File: config.mk
export PLATFORM = sky130hd
export DESIGN_NAME = swz_unit
export DESIGN_NICKNAME = d
export VERILOG_FILES = /design/src/rtl/swz_pkg.sv /design/src/rtl/swz_field_dec.sv /design/src/rtl/swz_legal.sv /design/src/rtl/swz_lane_mux.sv /design/src/rtl/swz_unit.sv
export SDC_FILE = /design/constraint.sdc
export NUM_CORES = 1
export LEC_CHECK = 0
export ABC_AREA = 1
export BUFFER_PORTS_ARGS = -buffer_cell sky130_fd_sc_hd__buf_2
export CORE_MARGIN = 2
export CORE_UTILIZATION = 50
export CTS_BUF_LIST = sky130_fd_sc_hd__clkbuf_8
export DETAILED_ROUTE_END_ITERATION = 10
export PLACE_DENSITY = 0.76
export SYNTH_ARGS = -nofsm -noshare
export SYNTH_HDL_FRONTEND = slang
export SYNTH_HIERARCHICAL = 1
export SYNTH_SLANG_ARGS = --single-unit
File: constraint.sdc
create_clock -name clk -period 1.6 [get_ports clk]
set_input_delay 0.08 -clock clk [delete_from_list [all_inputs] [get_ports clk]]
set_output_delay 0.08 -clock clk [all_outputs]
set_load 0.02 [all_outputs]
File: src/rtl/swz_pkg.sv
package swz_pkg;
  localparam int FIELD_W  = 3;
  localparam int IDX_W    = FIELD_W - 1;
  localparam int NARROW_W = 8;
  localparam int CONST_W  = 16;

  typedef enum logic {
    EW_BYTE = 1'b0,
    EW_HALF = 1'b1
  } elem_kind_e;

  function automatic logic [CONST_W-1:0] fixed_value(input elem_kind_e kind,
                                                     input logic [IDX_W-1:0] pick);
    logic [CONST_W-1:0] v;
    case (pick)
      2'd0:    v = '0;
      2'd1:    v = CONST_W'(1);
      2'd2:    v = (kind == EW_HALF) ? 16'hFFFF : 16'h00FF;
      default: v = (kind == EW_HALF) ? 16'h7FFF : 16'h007F;
    endcase
    return v;
  endfunction
endpackage

File: src/rtl/swz_field_dec.sv
module swz_field_dec
  import swz_pkg::*;
#(
  parameter int LEN_W = 3,
  parameter int LANE  = 0
) (
  input  logic [FIELD_W-1:0] field,
  input  logic [LEN_W-1:0]   dst_len,
  input  logic [LEN_W-1:0]   src_len,
  output logic               use_const,
  output logic [IDX_W-1:0]   idx,
  output logic               active,
  output logic               bad_idx
);
  always_comb begin
    use_const = field[FIELD_W-1];
    idx       = field[IDX_W-1:0];
    active    = (LEN_W'(LANE) < dst_len);
    // range check applies to constant picks as well
    bad_idx   = active && (LEN_W'(idx) >= src_len);
  end
endmodule

File: src/rtl/swz_legal.sv
module swz_legal
  import swz_pkg::*;
#(
  parameter int SEL_W  = 16,
  parameter int NLANES = 4,
  parameter int LEN_W  = 3
) (
  input  logic [SEL_W-1:0]  sel,
  input  logic [LEN_W-1:0]  dst_len,
  input  logic [NLANES-1:0] bad_idx,
  output logic              illegal
);
  logic [SEL_W-1:0] beyond;

  for (genvar b = 0; b < SEL_W; b++) begin : g_bit
    // bit b belongs to field b/FIELD_W; beyond the active fields it must be clear
    assign beyond[b] = (int'(b / FIELD_W) >= int'(dst_len));
  end

  assign illegal = (|(sel & beyond)) | (|bad_idx);
endmodule

File: src/rtl/swz_lane_mux.sv
module swz_lane_mux
  import swz_pkg::*;
#(
  parameter int NLANES = 4,
  parameter int ELEM_W = 16
) (
  input  logic [NLANES*ELEM_W-1:0] src,
  input  logic                     use_const,
  input  logic [IDX_W-1:0]         idx,
  input  elem_kind_e               kind,
  output logic [ELEM_W-1:0]        elem
);
  localparam logic [ELEM_W-1:0] NARROW_MASK = ELEM_W'((1 << NARROW_W) - 1);

  logic [ELEM_W-1:0] picked;
  logic [ELEM_W-1:0] lane_val;

  always_comb begin
    lane_val = '0;
    for (int k = 0; k < NLANES; k++) begin
      if (int'(idx) == k) lane_val = src[k*ELEM_W +: ELEM_W];
    end
    picked = use_const ? ELEM_W'(fixed_value(kind, idx)) : lane_val;
    elem   = (kind == EW_HALF) ? picked : (picked & NARROW_MASK);
  end
endmodule

File: src/rtl/swz_unit.sv
module swz_unit
  import swz_pkg::*;
#(
  parameter int NLANES = 4,
  parameter int ELEM_W = 16,
  parameter int SEL_W  = 16,
  localparam int LEN_W = $clog2(NLANES + 1),
  localparam int VEC_W = NLANES * ELEM_W
) (
  input  logic              clk,
  input  logic              rst,
  input  logic              in_valid,
  input  logic [VEC_W-1:0]  in_src,
  input  logic [SEL_W-1:0]  in_sel,
  input  logic [LEN_W-1:0]  in_dst_len,
  input  logic [LEN_W-1:0]  in_src_len,
  input  logic              in_wide,
  output logic              out_valid,
  output logic [VEC_W-1:0]  out_lanes,
  output logic [NLANES-1:0] out_we,
  output logic              out_trap
);
  elem_kind_e        kind;
  logic [NLANES-1:0] lane_active;
  logic [NLANES-1:0] lane_bad;
  logic [VEC_W-1:0]  nxt_lanes;
  logic              nxt_trap;

  assign kind = elem_kind_e'(in_wide);

  for (genvar i = 0; i < NLANES; i++) begin : g_lane
    logic             use_const;
    logic [IDX_W-1:0] idx;

    swz_field_dec #(.LEN_W(LEN_W), .LANE(i)) u_dec (
      .field     (in_sel[i*FIELD_W +: FIELD_W]),
      .dst_len   (in_dst_len),
      .src_len   (in_src_len),
      .use_const (use_const),
      .idx       (idx),
      .active    (lane_active[i]),
      .bad_idx   (lane_bad[i])
    );

    swz_lane_mux #(.NLANES(NLANES), .ELEM_W(ELEM_W)) u_mux (
      .src       (in_src),
      .use_const (use_const),
      .idx       (idx),
      .kind      (kind),
      .elem      (nxt_lanes[i*ELEM_W +: ELEM_W])
    );
  end

  swz_legal #(.SEL_W(SEL_W), .NLANES(NLANES), .LEN_W(LEN_W)) u_legal (
    .sel     (in_sel),
    .dst_len (in_dst_len),
    .bad_idx (lane_bad),
    .illegal (nxt_trap)
  );

  always_ff @(posedge clk) begin
    if (rst) begin
      out_valid <= 1'b0;
      out_lanes <= '0;
      out_we    <= '0;
      out_trap  <= 1'b0;
    end else begin
      out_valid <= in_valid;
      if (in_valid) begin
        out_lanes <= nxt_lanes;
        out_trap  <= nxt_trap;
        out_we    <= nxt_trap ? '0 : lane_active;
      end else begin
        out_we    <= '0;
        out_trap  <= 1'b0;
      end
    end
  end
endmodule

* Word-level counts from Yosys, hierarchy flattened
Cells that the tools add are included.
** Word-level totals
- Flip-flop bits (word level) :: 70
- Output and inout port bits :: 70
- Logic and storage cells :: 87
** Operators by class
- $lt $le $gt $ge :: 14
- Eq/ne operators :: 20
- Mux-type cells :: 30
- Bitwise operators :: 3
- Reductions and logical operators :: 16
** Operators with widths (count)
- $mux 16 :: 25
- $pmux 16 s3 :: 4
- $eq 2x2->1 const B :: 12
- $and 16x16->16 :: 1
- $eq 2x1->1 const B :: 8
- $logic_not 2->1 :: 8
- $reduce_or 16->1 :: 1
- $mux 15 :: 1
- $ge 2x3->1 :: 4
- $ge 1x3->1 const A :: 2
- $ge 2x3->1 const A :: 2
- $ge 3x3->1 const A :: 2
- $lt 1x3->1 const A :: 2
- $lt 2x3->1 const A :: 2
- $logic_and 1x1->1 :: 4
- $reduce_or 4->1 :: 1
- $reduce_or 3->1 :: 1
- $reduce_or 2->1 :: 1
- $not 1->1 :: 1
- $or 1x1->1 :: 1

* Depth between registers and ports, before layout
Gate-level depths: netlist of run 1.
- Depth after elaboration :: 7
- Mapped depth :: 15
- Depth with buffers taken out :: 15

* Cells and area by module
Netlist of run 1, hierarchy kept.
** Modules (own cells, without submodules)
- swz_unit :: times used 1, cells each 425, area each 2765.2 µm²
- swz_lane_mux at g_lane[1].u_mux ... :: times used 3, cells each 179, area each 777.0 µm²
- swz_lane_mux at g_lane[0].u_mux :: times used 1, cells each 178, area each 787.0 µm²
- swz_legal :: times used 1, cells each 36, area each 141.4 µm²
- swz_field_dec at g_lane[2].u_dec :: times used 1, cells each 17, area each 102.6 µm²
- swz_field_dec at g_lane[3].u_dec :: times used 1, cells each 15, area each 93.8 µm²
- swz_field_dec at g_lane[0].u_dec :: times used 1, cells each 16, area each 92.6 µm²
- swz_field_dec at g_lane[1].u_dec :: times used 1, cells each 14, area each 88.8 µm²

* Least setup slack after synthesis of run 1
OpenSTA, ideal clock, no wires.
- Path type :: input to register
- Start :: in in_sel[0]
- End :: reg out_we[0]
- Setup time :: 0.066 ns
- Data arrival time :: 1.235 ns
- Slack :: 0.299 ns
- Cell stages on the path :: 15
- Path buffers :: 0
- Cells stage by stage :: inv_1 > ha_1 > inv_1 > nand2_1 > a21oi_1 > nor2_1 > nor2_1 > nand2_1 > nor2_1 > nand2_1 > nor2_1 > nand2_1 > inv_1 > nand3_1 > nor2_1
** On the way
- Cells in the longest elaborated chain, start to end :: 5
** RTL lines
- start, declared :: RTL line swz_unit.sv:14 : input logic [SEL_W-1:0] in_sel,
- $ge 2x3->1 :: RTL line swz_field_dec.sv:20 : bad_idx = active && (LEN_W'(idx) >= src_len);
- $logic_and 1x1->1 :: RTL line swz_field_dec.sv:20
- via lane_bad[0] :: RTL line swz_unit.sv:25 : logic [NLANES-1:0] lane_bad;
- $reduce_or 4->1 :: RTL line swz_legal.sv:20 : assign illegal = (|(sel & beyond)) | (|bad_idx);
- $or 1x1->1 :: RTL line swz_legal.sv:20
- via nxt_trap :: RTL line swz_unit.sv:27 : logic nxt_trap;
- $reduce_or 3->1 (no line)
- end signal, assigned :: RTL line swz_unit.sv:72 : out_we <= nxt_trap ? '0 : lane_active;
- end, declared :: RTL line swz_unit.sv:20 : output logic [NLANES-1:0] out_we,
The timed path passes the listed nets, and every way through them passes these cells.
A chain may end at the register's enable or synchronous reset.

* Worst setup path in the final report of run 1
- Start :: in in_dst_len[2]
- End :: reg out_we[1]
** On the way
- Cells in the longest elaborated chain, start to end :: 5
** RTL lines
- start, declared :: RTL line swz_unit.sv:15 : input logic [LEN_W-1:0] in_dst_len,
- $lt 1x3->1 :: RTL line swz_field_dec.sv:18 : active = (LEN_W'(LANE) < dst_len);
- via lane_active[0] :: RTL line swz_unit.sv:24 : logic [NLANES-1:0] lane_active;
- $logic_and 1x1->1 :: RTL line swz_field_dec.sv:20
- via lane_bad[0] :: RTL line swz_unit.sv:25
- $reduce_or 4->1 :: RTL line swz_legal.sv:20
- $or 1x1->1 :: RTL line swz_legal.sv:20
- via nxt_trap :: RTL line swz_unit.sv:27
- $reduce_or 3->1 (no line)
The timed path passes the listed nets, and every way through them passes these cells.

==> results of run 1 <==
-- Yosys cell counts, drive strengths merged --
| master | instances |
|---|---|
| o21ai | 54 |
| nand3 | 97 |
| clkbuf | 9 |
| or2 | 1 |
| a21oi | 10 |
| dfxtp | 70 |
| nand3b | 27 |
| ha | 8 |
| nor2 | 305 |
| buf | 61 |
| o21bai | 1 |
| nand2 | 381 |
| nor3 | 2 |
| inv | 212 |
-- cell families (layout without fill, tap and decap cells) --
family | Yosys count | count (layout) | synth area share (%)
AOI/OAI and AO/OA | 65 | 65 | 5.47
adders and majority gates | 8 | 8 | 1.56
buffers and inverters | 282 | 421 | 19.0
DFF | 70 | 70 | 21.9
other | 0 | 1 | 0
and+or+nand+nor | 813 | 813 | 52.1
-- power groups by stage --
stage               Sequential, mW  Combinational (mW)  Clock [mW]
finish                        1.92                1.78        1.36
global placement              1.96                1.73           0
global route                  1.94                2.01        1.46
CTS                           1.92                1.76        1.40
floorplan                     2.11                1.01           0
detailed placement            1.96                1.74           0
-- routing by layer --
layer / vias to the layer above / part of all wire (%) / global-route usage (%)
li1: 3914 / - / -
met1: 3272 / 43 / 39.2
met2: 327 / 45 / 50.3
met3: 49 / 8.6 / 6.02
met4: 0 / 3.1 / 11.8
met5: - / 0 / 0
-- final cells by class --
type,instances,share of cell area (%)
timing repair buffer,193,15.5
clock inverter,7,0.776
multi-input combinational,886,50.3
clock buffer,9,1.63
tap,172,2.84
inverter,212,10.5
sequential,70,18.5
antenna,1,0.0330
-- path summary, 6_finish.rpt --
kind,slack [ns],from,end,cells past startpoint
max,0.13,in_dst_len[2],out_we[1]$_SDFF_PP0_,15
min reg2reg,0.47,out_lanes[49]$_SDFFE_PP0P_,out_lanes[49]$_SDFFE_PP0P_,2
max reg2reg,1.00,out_lanes[4]$_SDFFE_PP0P_,out_lanes[4]$_SDFFE_PP0P_,2
min,0.11,in_dst_len[0],out_we[0]$_SDFF_PP0_,5
-- through the flow --
stage | TNS [ns] | utilization, % | setup slack (ns) | power, mW
6_report | 0 | 60.3 | 0.132 | 5.06
5_1_grt | -0.0160 | 60.3 | -0.00920 | 5.40
4_1_cts | 0 | 60.0 | 0.0587 | 5.07
3_5_place_dp | 0 | 58.4 | 0.0265 | 3.70
3_3_place_gp | 0 | 58.4 | 0.0739 | 3.69
2_1_floorplan | 0 | - | 0.299 | 3.11
-- worst min-delay path, stage by stage --
cell and delay [ns]:
buf_2 0.13, inv_1 0.06, nand2_2 0.06, inv_1 0.07, nor2_2 0.03
-- flip-flops by register name, indices dropped and copies added, names as in the netlist --
name       flops
out_lanes     64
out_trap       1
out_valid      1
out_we         4
-- what timing repair did --
item / CTS / global route
gates resized for setup: 0 / 9
setup endpoints to repair: 0 / 4
buffers inserted: 0 / 1
endpoints found under the hold margin: 3 / 0
hold buffers: 2 / 0
==> run metrics, run 1 <==
FP Rows=roughly 40; max-slew violations=0; Area Growth Syn to Fin=18.4%; Starting Density=between 50% and 60%; Tcrit/Tclk final=91.7%; final hold vios=0; YS warnings=6; Rel. slew slack=70.5%; Pleak=around 4.7 nW; ratio of cells with drive above 1 in the final layout=between 10% and 20%; Critical Path Max Stage Delay=between 0.5 and 0.6 ns; worst-margin pin slew=around 0.44 ns; Via Count=7562; CORE AREA=approximately 13000 µm²; Unique masters post-synth=24; dominant cell type by area after synthesis=nand2_1; switching part of the total=37.1%; gp weighted congestion=around 0.99; TritonCTS Buffers=9; WL per Instance=~13 µm; Seq/Total Area, Yosys=21.9%; most common cell after layout, fill and taps aside=nand2_1; post-route ant nets=0; outcome=completed; share of the synthesized area in the top cell type=~22%; drt total wl=20500 µm; Cell Area, Placed=7340 µm²; Clk pwr share=around 27%; internal power=about 3.2 mW; Syn Area/Cell=approximately 5.2 µm²; drt pass-1 iters=7; largest net degree at the start of global routing=between 50 and 60; die width=around 120 µm; fillcell total=1362; Buffers & Inverters on Critical Path=3; initial antenna violation count=1; register area=roughly 1400 µm²; clock skew=0 ns; Cell Pwr Density=roughly 670 nW/µm²; Die ar.=between 10000 and 15000 µm²; top cells by area, synth=nand2_1 22%, dfxtp_1 22%, nor2_1 17%; Clock Latency Late Sink=0.36 ns; Max Cap Violations=0; CTS tree=built; Clock H-tree levels=3; initial DRC count=~790; Synth Instances=1238; Placed Instances=approximately 1500; Max Clk Rate=around 0.68 GHz; hpwl dp=~16000 µm; power share of the sequential group=a little under two fifths; delay-heaviest family, CP=simple AND/OR/NAND/NOR gates; grt ovf=0; PortBufs=about 160; slowest cell on the critical path=dlygate4sd3_1; CTS sink cnt=70; syn nets=1336; crit-path cells=dlygate4sd3_1, buf_4, nor2_2, nand2_2, nand2_1, nor2_1, nor2_1, nand2_1, nor2_1, nand2_1, nor2_1, nand2_1, inv_2, nand3_4, nor2_2; clk slew on worst S/H paths=roughly 0.07 ns; DRC violations left=0; clock tree buffer depth=2; non-filler cells, final=1550; vias per cell=4.88; Crit. End Element=register; hold_ws=0.110 ns; Tmin final=between 1 and 1.5 ns; first-pass GRT wire length=approximately 33000 µm; worst-path maximum fanout=9; total track usage=a little under a third; io pins=160; WP data arrival=1.77 ns; vias in the first global route=approximately 6700; Yosys reg bits=70; Peak VDD IR=~0.6 mV; Hold Path Class=in2reg; Die Y=117 µm; commonest non-fill, non-tap cells in the layout=376 x nand2_1, 293 x nor2_1, 202 x inv_1; Multi-input gate area=3810 µm²; CP Data Required Time=roughly 1.9 ns; Psw=~1.9 mW; Logic pwr share=35.2%; kind of critical path=in2reg; root buffer cell=clkbuf_8; fin area=about 7600 µm²; cell area after synthesis=around 6400 µm²; crit start category=input port; final setup vio count=0; nets@finish=about 1500
Note: power is estimated with default switching activity, not from simulation.
==> run 2, diff against run 1 <==
- clock period: 1.6 -> 1.7 ns (I/O delays scaled with it)
==> run 2 against run 1 <==
Net effect: sequential power decreased by 6%; first-iteration DRC count is 8.3% lower; global-route usage down 0.67 points; die area stayed put; flip-flop and latch count unchanged; clock-buffer cell count up 2; hold slack worse by 0.082 ns; largest cell class unchanged.
==> run metrics, run 2 (synthesis results as in run 1) <==
Tmin final=1.22 ns; Critical Path Max Stage Delay=0.27 ns (-0.26 ns); worst-path maximum fanout=4 (-5); gp weighted congestion=0.971 (-2.1%); Max Clk Rate=just over 0.8 GHz; total negative setup slack=0 ns (unchanged); ratio of cells with drive above 1 in the final layout=16.4% (-0.99 points); switching part of the total=35.6% (-1.5 points); first-pass GRT wire length=31700 µm (-3.6%); biggest regs=out_lanes: 64 flops, out_we: 4 flops; clk slew on worst S/H paths=0.07 ns (about the same); Worst Setup SP=in_sel[0]; Starting Density=50.9% (unchanged); WL per Instance=13.2 µm (-0.45%); CP Data Required Time=2.00 ns (+0.10 ns); TritonCTS Buffers=9 (unchanged); Buffers & Inverters on Critical Path=4 (+1); slowest cell on the critical path=ha_1; FP Rows=41 (unchanged); total track usage=29.8% (-0.67 points); Hold Startpoint=in_dst_len[2]; CORE AREA=12600 µm² (unchanged); Clock Latency Late Sink=0.36 ns (about the same); drt total wl=20300 µm (-1.3%); Crit. End Element=register; Most Frequent Cell on Critical Path=nor2_1; Worst R2R End=out_lanes[10]$_SDFFE_PP0P_; Peak VDD IR=0.539 mV (-8.7%); final hold vios=0 (unchanged); vias per cell=4.80 (-1.5%); Crit Reg-Reg Startpoint=out_lanes[10]$_SDFFE_PP0P_; Clk pwr share=31.0% (+4.2 points); stages on the worst setup path=16 (+1); crit start category=input port; die width=117 µm (unchanged); Psw=1.78 mW (-5.3%); Final WS setup=0.483 ns (+0.351 ns); io pins=160 (unchanged); outcome=completed; Tcrit/Tclk final=between 70 and 80%; PortBufs=159 (unchanged); initial DRC count=725 (-8.3%); clock skew=0 ns (unchanged); CTS resizes=0 (unchanged); Total Power=5.00 mW (-1.3%); vias in the first global route=6467 (-3.5%); Via Count=7384 (-2.4%); Pleak=4.61 nW (-1.3%); CTS tree=built; Area Growth Syn to Fin=16.8%; DRC violations left=0 (unchanged); Most flops, register=out_lanes; drt pass-1 iters=5 (-2); Die Y=117 µm (unchanged); Clock H-tree levels=3 (unchanged); Die ar.=13700 µm² (unchanged); hold_ws=0.0281 ns (-0.0823 ns); Max Cap Violations=0 (unchanged); largest net degree at the start of global routing=131 (+140%); worst-margin pin slew=0.534 ns (+0.0905 ns); post-route ant nets=0 (unchanged); dpl ws=0.105 ns (+0.0786 ns); CP endpoint=out_we[3]$_SDFF_PP0_; CTS sink cnt=70 (unchanged); max reg flops=64 (unchanged); WP data arrival=1.52 ns (-0.25 ns); unrepaired setup endpoints after global routing=no; max-slew violations=0 (unchanged); R2R Setup Slk=1.12 ns (+0.12 ns); R2R cell count=2 (unchanged); fillcell total=1368 (+0.44%); grt ovf=0 (unchanged); Setup Buffers After CTS=0 (unchanged); Hold Path Class=in2reg; power share of the sequential group=36.2% (-1.8 points); clock tree buffer depth=2 (unchanged); root buffer cell=clkbuf_8; hpwl dp=15200 µm (-2.6%); Logic pwr share=32.8% (-2.4 points); final setup vio count=0 (unchanged); delay-heaviest family, CP=simple AND/OR/NAND/NOR gates; nets@finish=1456 (-0.95%); Cell Pwr Density=668 nW/µm² (about the same); most common cell after layout, fill and taps aside=nand2_1; initial antenna violation count=1 (unchanged); kind of critical path=in2reg; commonest non-fill, non-tap cells in the layout=376 x nand2_1, 297 x nor2_1, 200 x inv_1; internal power=3.22 mW (+1.0%); Rel. slew slack=64.4% (-6.0 points); crit-path cells=buf_2, inv_1, ha_1, inv_1, nand2_1, a21oi_1, nor2_1, nor2_1, nand2_1, nor2_1, nand2_1, nor2_1, nand2_1, inv_1, nand3_1, nor2_1
## run 2: cell type report
type / count / area (µm²) / area share (%)
multi-input combinational: 886 / 3790 / 50.7
sequential: 70 / 1400 / 18.7
timing repair buffer: 179 / 1040 / 13.9
inverter: 212 / 796 / 10.6
tap: 172 / 215 / 2.88
clock buffer: 11 / 151 / 2.03
clock inverter: 5 / 81.3 / 1.09
antenna: 2 / 5.00 / 0.0669
## run 2: how the worst min path moves through the flow
stage                     cells past startpoint                    to  slack, ns
after global placement                        2  out_valid$_SDFF_PP0_       0.29
after global routing                          3  out_we[3]$_SDFF_PP0_       0.05
after detailed placement                      2  out_valid$_SDFF_PP0_       0.30
after CTS                                     3  out_we[3]$_SDFF_PP0_       0.02
after floorplan                               1  out_valid$_SDFF_PP0_       0.16
final                                         3  out_we[3]$_SDFF_PP0_       0.03
## run 2: routing by layer
layer | up-vias | wire length, µm | track usage [%] | share of wire [%]
met3 | 53 | 1530 | 5.66 | 7.6
met4 | 0 | 635 | 14.3 | 3.1
met2 | 295 | 9110 | 47.1 | 45
met1 | 3145 | 8980 | 39.2 | 44
li1 | 3891 | - | - | -
met5 | - | 0 | 0 | 0
## run 2: power groups by stage
stage | registers [mW] | logic (mW) | clock network [mW]
6_report | 1.81 | 1.64 | 1.55
5_1_grt | 1.82 | 1.85 | 1.65
4_1_cts | 1.81 | 1.63 | 1.58
3_5_place_dp | 1.84 | 1.62 | 0
3_3_place_gp | 1.84 | 1.60 | 0
2_1_floorplan | 1.98 | 0.949 | 0
## run 2: worst register-to-register path: cells and delay by family, from the launching register on
kind | cells | cell delay, ns
flops | 1 | 0.35
simple gates | 2 | 0.17
## run 2: metrics by stage
step / utilization (%) / cell area (µm²) / instances
global route: 59.5 / 7470 / 1536
finish: 59.5 / 7480 / 1537
floorplan: - / 6400 / 1238
CTS: 59.4 / 7470 / 1535
detailed placement: 57.5 / 7230 / 1518
global placement: 57.5 / 7230 / 1518
## run 2: timing repair
action / CTS / global route
endpoints found under the setup margin: 0 / 0
hold buffers: 1 / 0
endpoints found under the hold margin: 2 / 0
==> run 3, diff against run 2 <==
- PLACE_DENSITY: 0.76 -> 0.79
- clock period: 1.7 -> 1.1 ns (I/O delays scaled with it)
==> run 3 against run 2 <==
Net effect: clock skew did not move; utilization rose by 4.9 points; via count rose by 5.3%; sequential power rose by 54%; clock power rose by 46%; power rose by 57%; routed wire length rose by 5.6%; first-iteration DRC count rose by 24%; combinational power rose by 71%; non-clock buffer count rose by 60; critical path depth fell by 1; largest power group is now combinational logic.
==> run metrics, run 3 (synthesis results as in run 1) <==
outcome=completed; post-route ant nets=0 (unchanged); crit start category=input port; Critical Path Max Stage Delay=0.23 ns (-0.04 ns); drt total wl=21400 µm (+5.6%); Die ar.=13700 µm² (unchanged); internal power=5.02 mW (+56%); PortBufs=159 (unchanged); dpl ws=-0.432 ns (-0.537 ns); Tcrit/Tclk final=between 90 and 100%; Total Power=7.85 mW (+57%); Most flops, register=out_lanes; unrepaired setup endpoints after global routing=yes; clock tree buffer depth=2 (unchanged); TritonCTS Buffers=9 (unchanged); CTS tree=built; gp weighted congestion=0.960 (-1.1%); root buffer cell=clkbuf_8; most common cell after layout, fill and taps aside=nand2_1; Hold Path Class=in2reg; hpwl dp=16600 µm (+9.3%); Max Cap Violations=0 (unchanged); Die Y=117 µm (unchanged); Logic pwr share=35.7% (+2.9 points); Final WS setup=0.00495 ns (-0.478 ns); Placed Instances=1577 (+3.9%); Starting Density=50.9% (unchanged); CP Data Required Time=1.38 ns (-0.62 ns); Cell Pwr Density=971 nW/µm² (+45%); Tmin final=approximately 1.1 ns; FP Rows=41 (unchanged); die width=117 µm (unchanged); max-slew violations=0 (unchanged); Rel. slew slack=80.0% (+16 points); commonest non-fill, non-tap cells in the layout=375 x nand2_1, 289 x nor2_1, 194 x inv_1; Max Clk Rate=approximately 0.91 GHz; largest net degree at the start of global routing=66 (-50%); worst-margin pin slew=0.296 ns (-0.238 ns); Util after Layout=64.4% (+4.9 points); ratio of cells with drive above 1 in the final layout=21.4% (+5.0 points); drt pass-1 iters=6 (+1); total track usage=31.3% (+1.5 points); vias per cell=4.86 (+1.2%); grt ovf=0 (unchanged); kind of critical path=in2reg; nets@finish=1516 (+4.1%); fillcell total=1260 (-7.9%); hold_ws=0.0942 ns (+0.0661 ns); worst-path maximum fanout=4 (unchanged); slowest cell on the critical path=ha_4; io pins=160 (unchanged); Pleak=4.91 nW (+6.5%); Psw=2.83 mW (+59%); non-filler cells, final=1598 (+4.0%); final hold vios=0 (unchanged); first-pass GRT wire length=33700 µm (+6.3%); crit-path cells=buf_12, ha_4, inv_2, nand2_1, a21oi_1, nor2_1, nor2_1, nand2_1, nor2_1, nand2_1, nor2_1, nand2_1, inv_2, nand3_4, nor2_2; DRC violations left=0 (unchanged); clk slew on worst S/H paths=0.08 ns (about the same); Clock H-tree levels=3 (unchanged); initial DRC count=899 (+24%); vias in the first global route=7044 (+8.9%); final setup vio count=0 (unchanged); clock skew=0 ns (unchanged); biggest regs=out_lanes: 64 flops, out_we: 4 flops; max reg flops=64 (unchanged); CORE AREA=12600 µm² (unchanged); Clk pwr share=28.8% (-2.2 points); Via Count=7773 (+5.3%); power share of the sequential group=35.6% (-0.6 points); Crit. End Element=register; switching part of the total=36.0% (+0.46 points); WP data arrival=1.38 ns (-0.14 ns); Peak VDD IR=1.14 mV (+110%); initial antenna violation count=2 (+1); WL per Instance=13.4 µm (+1.6%); CTS sink cnt=70 (unchanged); Clock Latency Late Sink=0.34 ns (-0.02 ns); Area Growth Syn to Fin=26.3%
==> run 3: repair_timing <==
| item | in CTS | in global routing |
|---|---|---|
| hold endpoints to repair | 2 | 0 |
| buffers inserted | 1 | 0 |
| hold buffers | 1 | 0 |
| resized for setup | 8 | 22 |
| endpoints found under the setup margin | 4 | 16 |
| pin swaps | 10 | 5 |
==> run 3: area by class of cell <==
type	instances	area, µm²	share of cell area (%)
Multi-Input combinational cell	886	3880	48.0
Sequential cell	70	1400	17.3
Clock inverter	7	90.1	1.11
Clock buffer	9	124	1.53
Inverter	212	803	9.93
Tap cell	172	215	2.66
Timing Repair Buffer	239	1560	19.3
Antenna cell	3	7.51	0.0928
==> run 3: worst max-delay path, delay by kind of cell <==
| kind | cells | cell delay [ns] |
|---|---|---|
| simple gates | 10 | 0.76 |
| compound gates | 1 | 0.11 |
| fa+ha+maj | 1 | 0.23 |
| buf+inv | 3 | 0.24 |
==> run 3: routing by layer <==
layer	share of wire, %	GRT usage [%]
met1	41	40.4
met2	46	51.3
met3	9.5	5.87
met4	3.4	12.9
met5	0	0
==> run 3: power by group through the flow <==
stage	Clock (mW)	Sequential, mW	Combinational, mW
floorplan	0	3.06	1.48
global placement	0	2.85	2.68
detailed placement	0	2.85	2.70
CTS	2.32	2.79	2.74
global route	2.43	2.81	3.12
finish	2.26	2.79	2.80
==> run 3: final timing paths <==
path,from,endpoint,slack [ns],depth (start not counted)
setup reg to reg,out_lanes[8]$_SDFFE_PP0P_,out_lanes[8]$_SDFFE_PP0P_,0.51,2
setup / recovery,in_src_len[0],out_we[3]$_SDFF_PP0_,0.005,15
hold / removal,in_valid,out_lanes[9]$_SDFFE_PP0P_,0.09,3
hold reg to reg,out_lanes[53]$_SDFFE_PP0P_,out_lanes[53]$_SDFFE_PP0P_,0.47,2
==> run 3: per-stage QoR <==
step	cell area (µm²)	TNS, ns
after floorplan	6460	-0.443
after global placement	7730	-13.74
after detailed placement	7730	-14.35
after CTS	8010	0
after global routing	8080	-0.487
final	8090	0
